### src/rtl/nor_cmd_pkg.sv
package nor_cmd_pkg;

    typedef enum logic [2:0] {
        ST_IDLE = 3'd0,
        ST_UNL1 = 3'd1,
        ST_UNL2 = 3'd2,
        ST_PROG = 3'd3,
        ST_ERA1 = 3'd4,
        ST_ERA2 = 3'd5,
        ST_ERA3 = 3'd6,
        ST_BUSY = 3'd7
    } seq_st_t;

    typedef enum logic [1:0] {
        RM_ARRAY = 2'd0,
        RM_ID    = 2'd1,
        RM_QUERY = 2'd2
    } rd_mode_t;

    typedef enum logic [1:0] {
        OP_NONE = 2'd0,
        OP_PROG = 2'd1,
        OP_CHIP = 2'd2,
        OP_SECT = 2'd3
    } op_kind_t;

    localparam logic [7:0] CMD_KEY1   = 8'hAA;
    localparam logic [7:0] CMD_KEY2   = 8'h55;
    localparam logic [7:0] CMD_PROG   = 8'hA0;
    localparam logic [7:0] CMD_ERASE  = 8'h80;
    localparam logic [7:0] CMD_IDENT  = 8'h90;
    localparam logic [7:0] CMD_QUERY  = 8'h98;
    localparam logic [7:0] CMD_CHIP   = 8'h10;
    localparam logic [7:0] CMD_SECT   = 8'h30;
    localparam logic [7:0] CMD_RESET  = 8'hF0;

    localparam logic [7:0] MFR_CODE   = 8'hC2;

endpackage

### src/rtl/nor_unlock_match.sv
module nor_unlock_match (
    input  logic        byte_mode,
    input  logic [11:0] addr_lo,
    output logic        hit_k1,
    output logic        hit_k2,
    output logic        hit_kq
);
    localparam logic [10:0] W_K1 = 11'h555;
    localparam logic [10:0] W_K2 = 11'h2AA;
    localparam logic [10:0] W_KQ = 11'h055;
    localparam logic [11:0] B_K1 = 12'hAAA;
    localparam logic [11:0] B_K2 = 12'h555;
    localparam logic [11:0] B_KQ = 12'h0AA;

    always_comb begin
        if (byte_mode) begin
            hit_k1 = (addr_lo == B_K1);
            hit_k2 = (addr_lo == B_K2);
            hit_kq = (addr_lo == B_KQ);
        end else begin
            hit_k1 = (addr_lo[10:0] == W_K1);
            hit_k2 = (addr_lo[10:0] == W_K2);
            hit_kq = (addr_lo[10:0] == W_KQ);
        end
    end
endmodule

### src/rtl/nor_seq_fsm.sv
module nor_seq_fsm
    import nor_cmd_pkg::*;
#(
    parameter int AW = 21,
    parameter int DW = 16
) (
    input  logic          clk,
    input  logic          rst_n,
    input  logic          wr_en,
    input  logic [AW-1:0] wr_addr,
    input  logic [DW-1:0] wr_data,
    input  logic          hit_k1,
    input  logic          hit_k2,
    input  logic          hit_kq,
    input  logic          op_done,
    output logic          op_start,
    output logic [1:0]    op_kind,
    output logic [AW-1:0] op_addr,
    output logic [DW-1:0] op_data,
    output logic          busy,
    output logic [1:0]    rd_mode
);
    typedef struct packed {
        seq_st_t       st;
        rd_mode_t      mode;
        logic          start;
        op_kind_t      kind;
        logic [AW-1:0] addr;
        logic [DW-1:0] data;
    } fsm_t;

    fsm_t r_q, r_d;
    logic [7:0] cmd;

    assign cmd = wr_data[7:0];

    always_comb begin
        r_d       = r_q;
        r_d.start = 1'b0;
        if (r_q.st == ST_BUSY) begin
            if (op_done) r_d.st = ST_IDLE;
        end else if (wr_en) begin
            case (r_q.st)
                ST_IDLE: begin
                    if (r_q.mode != RM_ARRAY) begin
                        if (cmd == CMD_RESET) r_d.mode = RM_ARRAY;
                    end else if (cmd == CMD_QUERY && hit_kq) begin
                        r_d.mode = RM_QUERY;
                    end else if (cmd == CMD_KEY1 && hit_k1) begin
                        r_d.st = ST_UNL1;
                    end
                end
                ST_UNL1: r_d.st = (cmd == CMD_KEY2 && hit_k2) ? ST_UNL2 : ST_IDLE;
                ST_UNL2: begin
                    r_d.st = ST_IDLE;
                    if (hit_k1) begin
                        case (cmd)
                            CMD_PROG:  r_d.st   = ST_PROG;
                            CMD_ERASE: r_d.st   = ST_ERA1;
                            CMD_IDENT: r_d.mode = RM_ID;
                            default:   r_d.st   = ST_IDLE;
                        endcase
                    end
                end
                ST_PROG: begin
                    r_d.st    = ST_BUSY;
                    r_d.start = 1'b1;
                    r_d.kind  = OP_PROG;
                    r_d.addr  = wr_addr;
                    r_d.data  = wr_data;
                end
                ST_ERA1: r_d.st = (cmd == CMD_KEY1 && hit_k1) ? ST_ERA2 : ST_IDLE;
                ST_ERA2: r_d.st = (cmd == CMD_KEY2 && hit_k2) ? ST_ERA3 : ST_IDLE;
                ST_ERA3: begin
                    if (cmd == CMD_CHIP && hit_k1) begin
                        r_d.st    = ST_BUSY;
                        r_d.start = 1'b1;
                        r_d.kind  = OP_CHIP;
                        r_d.addr  = wr_addr;
                        r_d.data  = '0;
                    end else if (cmd == CMD_SECT) begin
                        r_d.st    = ST_BUSY;
                        r_d.start = 1'b1;
                        r_d.kind  = OP_SECT;
                        r_d.addr  = wr_addr;
                        r_d.data  = '0;
                    end else begin
                        r_d.st = ST_IDLE;
                    end
                end
                default: r_d.st = ST_IDLE;
            endcase
        end
    end

    always_ff @(posedge clk) begin
        if (!rst_n) begin
            r_q.st    <= ST_IDLE;
            r_q.mode  <= RM_ARRAY;
            r_q.start <= 1'b0;
            r_q.kind  <= OP_NONE;
            r_q.addr  <= '0;
            r_q.data  <= '0;
        end else begin
            r_q <= r_d;
        end
    end

    assign op_start = r_q.start;
    assign op_kind  = r_q.kind;
    assign op_addr  = r_q.addr;
    assign op_data  = r_q.data;
    assign busy     = (r_q.st == ST_BUSY);
    assign rd_mode  = r_q.mode;
endmodule

### src/rtl/nor_read_mux.sv
module nor_read_mux
    import nor_cmd_pkg::*;
#(
    parameter int WORD_AW   = 20,
    parameter int SECT_LOG2 = 15,
    parameter bit TOP_BOOT  = 1'b1,
    parameter int NSECT     = 32
) (
    input  logic               byte_mode,
    input  logic [1:0]         rd_mode,
    input  logic [WORD_AW:0]   rd_addr,
    input  logic [15:0]        arr_rdata,
    input  logic [NSECT-1:0]   prot_vec,
    output logic [15:0]        rd_data
);
    localparam int SIDX_W = WORD_AW - SECT_LOG2;

    logic [WORD_AW-1:0] wa;
    logic [SIDX_W-1:0]  sidx;
    logic [7:0]         dev_lo;
    logic [15:0]        id_val;
    logic [15:0]        qry_val;

    assign wa   = byte_mode ? rd_addr[WORD_AW:1] : rd_addr[WORD_AW-1:0];
    assign sidx = wa[WORD_AW-1:SECT_LOG2];

    generate
        if (TOP_BOOT) begin : g_top
            assign dev_lo = 8'hC4;
        end else begin : g_bot
            assign dev_lo = 8'h49;
        end
    endgenerate

    always_comb begin
        case (wa[1:0])
            2'b00:   id_val = {8'h00, MFR_CODE};
            2'b01:   id_val = byte_mode ? {8'h00, dev_lo} : {8'h22, dev_lo};
            2'b10:   id_val = wa[6] ? 16'h0000 : {15'd0, prot_vec[sidx]};
            default: id_val = 16'h0000;
        endcase
    end

    always_comb begin
        if (wa == WORD_AW'(8'h10))      qry_val = 16'h0051;
        else if (wa == WORD_AW'(8'h11)) qry_val = 16'h0052;
        else if (wa == WORD_AW'(8'h12)) qry_val = 16'h0059;
        else                            qry_val = 16'h0000;
    end

    always_comb begin
        case (rd_mode)
            RM_ID:    rd_data = id_val;
            RM_QUERY: rd_data = qry_val;
            default:  rd_data = arr_rdata;
        endcase
    end
endmodule

### src/rtl/nor_cmd_decoder.sv
module nor_cmd_decoder #(
    parameter int WORD_AW   = 20,
    parameter int SECT_LOG2 = 15,
    parameter bit TOP_BOOT  = 1'b1,
    parameter int DW        = 16,
    parameter int AW        = WORD_AW + 1,
    parameter int NSECT     = 1 << (WORD_AW - SECT_LOG2)
) (
    input  logic             clk,
    input  logic             rst_n,
    input  logic             byte_mode,
    input  logic             wr_en,
    input  logic [AW-1:0]    wr_addr,
    input  logic [DW-1:0]    wr_data,
    input  logic [AW-1:0]    rd_addr,
    output logic [15:0]      rd_data,
    input  logic [15:0]      arr_rdata,
    input  logic [NSECT-1:0] prot_vec,
    output logic             op_start,
    output logic [1:0]       op_kind,
    output logic [AW-1:0]    op_addr,
    output logic [DW-1:0]    op_data,
    input  logic             op_done,
    output logic             busy,
    output logic [1:0]       rd_mode
);
    logic hit_k1, hit_k2, hit_kq;

    nor_unlock_match u_match (
        .byte_mode (byte_mode),
        .addr_lo   (wr_addr[11:0]),
        .hit_k1    (hit_k1),
        .hit_k2    (hit_k2),
        .hit_kq    (hit_kq)
    );

    nor_seq_fsm #(.AW(AW), .DW(DW)) u_fsm (
        .clk      (clk),
        .rst_n    (rst_n),
        .wr_en    (wr_en),
        .wr_addr  (wr_addr),
        .wr_data  (wr_data),
        .hit_k1   (hit_k1),
        .hit_k2   (hit_k2),
        .hit_kq   (hit_kq),
        .op_done  (op_done),
        .op_start (op_start),
        .op_kind  (op_kind),
        .op_addr  (op_addr),
        .op_data  (op_data),
        .busy     (busy),
        .rd_mode  (rd_mode)
    );

    nor_read_mux #(
        .WORD_AW(WORD_AW), .SECT_LOG2(SECT_LOG2),
        .TOP_BOOT(TOP_BOOT), .NSECT(NSECT)
    ) u_rmux (
        .byte_mode (byte_mode),
        .rd_mode   (rd_mode),
        .rd_addr   (rd_addr),
        .arr_rdata (arr_rdata),
        .prot_vec  (prot_vec),
        .rd_data   (rd_data)
    );
endmodule

### config.mk
export PLATFORM = sky130hd
export DESIGN_NAME = nor_cmd_decoder
export DESIGN_NICKNAME = d
export VERILOG_FILES = /design/src/rtl/nor_cmd_pkg.sv /design/src/rtl/nor_unlock_match.sv /design/src/rtl/nor_seq_fsm.sv /design/src/rtl/nor_read_mux.sv /design/src/rtl/nor_cmd_decoder.sv
export SDC_FILE = /design/constraint.sdc
export NUM_CORES = 1
export LEC_CHECK = 0
export BUFFER_PORTS_ARGS = -buffer_cell sky130_fd_sc_hd__buf_2
export CAP_MARGIN = 20
export CORE_ASPECT_RATIO = 0.7
export CORE_MARGIN = 1.5
export CORE_UTILIZATION = 48
export CTS_CLUSTER_SIZE = 30
export DETAILED_ROUTE_END_ITERATION = 6
export PLACE_DENSITY = 0.82
export SLEW_MARGIN = 20
export SYNTH_ARGS = -nofsm -noshare
export SYNTH_HDL_FRONTEND = slang
export SYNTH_SLANG_ARGS = --single-unit
### constraint.sdc
create_clock -name clk -period 3.5 [get_ports clk]
set_clock_uncertainty 0.05 [all_clocks]
set_input_delay 0.7 -clock clk [delete_from_list [all_inputs] [get_ports clk]]
set_output_delay 0.7 -clock clk [all_outputs]
set_load 0.02 [all_outputs]
==> impl_metrics.env, run 1 <==
export IMPL_htree_levels=2
export IMPL_nets=658
export IMPL_drc=0
export IMPL_path_buf_inv=2
export IMPL_cts_buffer_depth=2
export IMPL_dieArea_sq_um=8000
export IMPL_place_congestion=0.919
export IMPL_period_needed_ps=3320
export IMPL_cp_slowest_cell="mux4_1"
export IMPL_avgViaCountPerCell=6.05
export IMPL_outcome="complete, no violations"
export IMPL_power_leakage_nw=1.81
export IMPL_io_pins=170
export IMPL_rsz0062_at_grt="no"
export IMPL_syn_inst=438
export IMPL_root_buffer="clkbuf_8"
export IMPL_core_sq_um=7250
export IMPL_drv_slew=0
export IMPL_ys_flop_type="dfxtp_1"
export IMPL_worstMarginPinSlew_ps=1020
export IMPL_grt_pass1_vias=3466
export IMPL_tns_ps=0
export IMPL_crit_top_cell="buf_2"
export IMPL_firstDrtPassIters=5
export IMPL_ys_types=68
export IMPL_track_usage_pct=24.7
export IMPL_syn_area_sq_um=3580
export IMPL_holdBufCountCts=0
export IMPL_ys_ff_latch=45
export IMPL_drive_gt1_share_pct=37.6
export IMPL_grt_max_degree=40
export IMPL_ys_warn_count=0
export IMPL_port_buffers=169
export IMPL_fin_util_pct=58.9
export IMPL_routedWlPerCell_microns=15.7
export IMPL_crit_family="multiplexers"
export IMPL_grt_ovfl_total=0
export IMPL_powerDensity_nw_per_um2=341
export IMPL_worstPathMaxFanout=13
export IMPL_finalHoldViolCount=0
export IMPL_via_count=3887
export IMPL_rows=26
export IMPL_hold_slack_ps=404
export IMPL_synth_edf_count=0
export IMPL_dp_hpwl_microns=7620
export IMPL_crit_chain="buf_2, mux2i_4, mux4_1, o32ai_1, or4_1, o211ai_2, buf_2"
export IMPL_cts_tree="yes"
export IMPL_fp_dieW_microns=106
export IMPL_seq_area_frac_synth_pct=25.2
export IMPL_critPathKind="input port to output pin"
export IMPL_max_slew_margin_rel_pct=31.9
export IMPL_finalCritPeriodShare_pct=94.9
export IMPL_fp_dieH_microns=75.3
export IMPL_cts_sinks=45
export IMPL_diodes=0
export IMPL_synthToLayoutAreaGrowth_pct=19.4
export IMPL_hp_class="flip-flop to flip-flop"
export IMPL_cts_buffers=5
export IMPL_initial_core_util_pct=49.4
export IMPL_drtIter0Drc=339
export IMPL_setup_viol=0
export IMPL_required_ps=2750
export IMPL_crit_path_start_kind="input port"
export IMPL_clk_pin_slew_ps=90
export IMPL_ant_nets=0
export IMPL_fill_cells=670
export IMPL_max_vdd_ir_drop_mv=0.189
export IMPL_syn_area_per_cell_sq_um=8.18
export IMPL_antenna_found_initial=0
export IMPL_async_flop_share_pct=0
export IMPL_end_kind="output pin"
export IMPL_maxCapViolCount=0
export IMPL_crit_arrival_ps=2570
export IMPL_syn_num_nets=552
export IMPL_worst_path_largest_cell_delay_ps=590
export IMPL_drt_total_wl_microns=10100
export IMPL_grt_pass1_wl_microns=16000
export IMPL_clk_latency_ps=300
export IMPL_fmax_ghz=0.301
cell families (layout without fill, tap and decap cells):
group                    after synthesis  after routing  synth area share, %
flip-flops                            45             45                 25.2
multiplexers                          23             23                 11.7
buffers and inverters                 89            196                 14.5
adder cells (fa/ha/maj)                3              3                 1.05
AND/OR/NAND/NOR                      147            147                 25.3
AO/OA/AOI/OAI                        131            131                 22.3
sequential cells by signal, indices dropped and copies added (netlist names):
register / count
u_fsm.op_addr: 21
u_fsm.op_data: 16
u_fsm.r_q: 3
u_fsm.op_kind: 2
u_fsm.rd_mode: 2
u_fsm.op_start: 1
routing by layer:
| layer | global-route usage, % | up-vias | share of wire, % |
|---|---|---|---|
| li1 | - | 1831 | - |
| met1 | 31.9 | 1862 | 43 |
| met2 | 42.2 | 180 | 47 |
| met3 | 5.28 | 14 | 8.3 |
| met4 | 7.51 | 0 | 1.4 |
| met5 | 0 | - | 0 |
path summary, 6_finish.rpt:
kind	startpoint	end	slack, ps	cells past startpoint
setup / recovery	byte_mode	rd_data[0]	180	7
hold / removal	u_fsm.op_kind[1]	u_fsm.op_kind[1]	400	2
setup reg to reg	u_fsm.r_q[44]	u_fsm.op_addr[7]	890	6
hold reg to reg	u_fsm.op_kind[1]	u_fsm.op_kind[1]	400	2
worst register-to-register path: stages (launching register included):
cell	delay, ps
dfxtp_1	520
nand2b_1	320
nand2b_1	140
nor3_2	780
buf_4	370
o21ai_0	140
a21oi_1	210
cells in the final DEF, fill, tap and decap left out, types with 7 or more instances in the layout:
cell type	count
buf_2	169
o21ai_0	47
a21oi_1	45
dfxtp_1	45
nand3_1	28
nand4_1	22
nand2_1	17
nor2b_1	12
inv_1	11
nor2_1	9
nor4bb_1	9
mux2i_1	8
mux4_1	7
buf_4	7
area by class of cell:
cell class | instances | area [sq um] | area share (%)
clock inverters | 3 | 68.8 | 1.61
multi-input cells | 304 | 2170 | 50.8
clock buffers | 5 | 68.8 | 1.61
well taps | 98 | 123 | 2.87
repair buffers | 176 | 898 | 21.0
inverters | 12 | 45.0 | 1.05
flip-flops and latches | 45 | 901 | 21.1
synthesized netlist by cell type, types with 6 or more instances:
library cell | n | share of area, %
a21oi_1 | 45 | 6.3
mux2i_1 | 9 | 2.5
buf_2 | 12 | 1.7
nor3b_1 | 6 | 1.3
nor2_1 | 9 | 0.94
nor3_1 | 7 | 0.98
nand2_1 | 17 | 1.8
nor2b_1 | 12 | 2.1
nand3_1 | 28 | 3.9
dfxtp_1 | 45 | 25
buf_4 | 42 | 8.8
clkbuf_1 | 19 | 2.0
mux4_1 | 7 | 5.1
nand2b_1 | 6 | 1.0
o21ai_0 | 47 | 6.6
nor4bb_1 | 9 | 2.5
nand4_1 | 22 | 3.8
inv_1 | 11 | 1.2
what timing repair did:
item                       CTS  global route
resized for setup            0             1
hold endpoints to repair     0             0
setup endpoints to repair    0             5
setup buffers                0             0
through the flow:
| stage | instance area, sq um | std cells | setup WS (ps) | power [mW] |
|---|---|---|---|---|
| floorplan | 3580 | 438 | 351 | 0.836 |
| global placement | 4130 | 635 | 219 | 0.963 |
| detailed placement | 4130 | 635 | 159 | 0.976 |
| CTS | 4270 | 643 | 159 | 1.46 |
| global route | 4280 | 643 | 35.9 | 1.52 |
| finish | 4280 | 643 | 179 | 1.46 |
power breakdown:
part / total, mW / leakage (nW) / internal [mW] / switching, mW
sequential: 0.561 / 0.363 / 0.526 / 0.0345
combinational: 0.413 / 1.38 / 0.165 / 0.248
clock: 0.485 / 0.0687 / 0.288 / 0.198
No activity file was read; power rests on OpenSTA's default activity.
==> inputs of run 2 (changes only) <==
Settings changed: CORE_UTILIZATION 48 to 49, CTS_BUF_LIST from default to sky130_fd_sc_hd__clkbuf_8, PLACE_DENSITY 0.82 to 0.84.
==> run 2 against run 1 <==
Combinational power about the same. Core utilization up 2.4 points. Sequential cell count unchanged. Via count down 1.1%. Maximum frequency up 0.74%. Critical path type unchanged. Sequential power about the same. Cell area down 0.91%. Clock power down 30%. Register-to-register slack better by 470 ps. Clock-buffer cell count up 1.
==> impl_metrics.env, run 2 (same netlist as run 1, synthesis figures left out) <==
export IMPL_outcome="complete, no violations"
export IMPL_finalCritPeriodShare_pct=94.2
export IMPL_worst_path_largest_cell_delay_ps=570
export IMPL_place_inst=633
export IMPL_dieArea_sq_um=7840
export IMPL_powerDensity_nw_per_um2=310
export IMPL_rows=25
export IMPL_worstPathMaxFanout=22
export IMPL_finalHoldViolCount=0
export IMPL_power_leakage_nw=1.80
export IMPL_hp_class="flip-flop to flip-flop"
export IMPL_largest_reg_flops=21
export IMPL_worstMarginPinSlew_ps=1030
export IMPL_cts_sinks=45
export IMPL_grt_max_degree=40
export IMPL_crit_arrival_ps=2550
export IMPL_routedWlPerCell_microns=15.8
export IMPL_dp_hpwl_microns=7740
export IMPL_initial_core_util_pct=51.8
export IMPL_drv_slew=0
export IMPL_multi_input_area_sq_um=2170
export IMPL_antenna_found_initial=0
export IMPL_avgViaCountPerCell=6.01
export IMPL_layout_commonest_cell="buf_2"
export IMPL_core_sq_um=6910
export IMPL_post_cts_setup_buffers=0
export IMPL_drtIter0Drc=381
export IMPL_cts_tree="yes"
export IMPL_stdcell_area_sq_um=4240
export IMPL_nets=660
export IMPL_grt_pass1_vias=3495
export IMPL_max_slew_margin_rel_pct=31.2
export IMPL_grt_ovfl_total=0
export IMPL_root_buffer="clkbuf_8"
export IMPL_reg2reg_setup_slack_ps=1360
export IMPL_drc=0
export IMPL_via_count=3845
export IMPL_clk_pin_slew_ps=90
export IMPL_crit_path_start_kind="input port"
export IMPL_fmax_ghz=0.303
export IMPL_synthToLayoutAreaGrowth_pct=18.3
export IMPL_holdBufCountCts=0
export IMPL_maxCapViolCount=0
export IMPL_drive_gt1_share_pct=37.5
export IMPL_end_kind="output pin"
export IMPL_stdcell_count=640
export IMPL_dpl_instance_area_sq_um=4140
export IMPL_fp_dieW_microns=105
export IMPL_diodes=0
export IMPL_required_ps=2750
export IMPL_htree_levels=2
export IMPL_cts_buffer_depth=2
export IMPL_rsz0062_at_grt="no"
export IMPL_fp_dieH_microns=74.5
export IMPL_port_buffers=169
export IMPL_io_pins=170
export IMPL_critPathKind="input port to output pin"
export IMPL_cts_buffers=5
export IMPL_clk_latency_ps=300
export IMPL_track_usage_pct=25.0
export IMPL_firstDrtPassIters=6
export IMPL_drt_total_wl_microns=10100
export IMPL_regArea_sq_um=901
export IMPL_layout_common_cells="buf_2, o21ai_0, a21oi_1, dfxtp_1, nand3_1"
export IMPL_setup_viol=0
export IMPL_tns_ps=0
export IMPL_crit_chain="clkbuf_4, mux2i_4, mux4_1, o32ai_1, or4_1, o211ai_2, buf_2"
export IMPL_period_needed_ps=3300
export IMPL_grt_pass1_wl_microns=15800
export IMPL_place_congestion=0.948
export IMPL_cp_slowest_cell="mux4_1"
export IMPL_fill_cells=633
export IMPL_post_cts_resized=0
export IMPL_max_vdd_ir_drop_mv=0.211
export IMPL_ant_nets=0
## run 2: changes by cell type in the layout (fill, tap and decap cells not counted)
cell	before	now
buf_4	7	9
clkbuf_4	0	1
mux2i_2	1	0
bufinv_16	2	0
clkbuf_8	5	6
inv_6	1	0
mux2i_1	8	9
buf_2	169	168
clkinvlp_4	0	1
## run 2: worst max-delay path: cells and delay by family
family | cells | cell delay (ps)
and+or+nand+nor | 1 | 170
AOI/OAI and AO/OA | 2 | 300
buffers and inverters | 2 | 440
muxes | 2 | 930
## run 2: power breakdown
part	internal [mW]	switching, mW	leakage, nW
registers	0.526	0.0337	0.363
logic	0.167	0.248	1.39
clock network	0.156	0.184	0.0433
total	0.849	0.465	1.80
## run 2: per-layer routing
layer	wire, microns	GRT usage (%)	share of wire (%)	vias up
met1	4410	32.7	44	1787
met4	144	8.07	1.4	0
li1	-	-	-	1835
met2	4610	40.5	46	199
met3	929	7.01	9.2	24
met5	0	0	0	-
## run 2: worst paths after layout
path / start / to / cells after the start
setup / recovery: byte_mode / rd_data[0] / 7
hold / removal: u_fsm.op_kind[1] / u_fsm.op_kind[1] / 2
setup reg to reg: u_fsm.r_q[44] / u_fsm.op_addr[13] / 5
hold reg to reg: u_fsm.op_kind[1] / u_fsm.op_kind[1] / 2
## run 2: cell type report
| type | instances | area share (%) |
|---|---|---|
| Multi-Input combinational cell | 304 | 51.2 |
| Tap cell | 94 | 2.78 |
| Clock buffer | 6 | 1.95 |
| Timing Repair Buffer | 178 | 21.6 |
| Clock inverter | 1 | 0.177 |
| Sequential cell | 45 | 21.3 |
| Inverter | 12 | 1.06 |
## run 2: per-stage QoR
stage	total power [mW]	setup slack, ps	util (%)	hold slack [ps]
2_1_floorplan	0.836	351	-	373
3_3_place_gp	0.964	148	59.9	384
3_5_place_dp	0.977	114	59.9	395
4_1_cts	1.31	109	61.2	414
5_1_grt	1.38	71.2	61.3	445
6_report	1.31	203	61.3	416
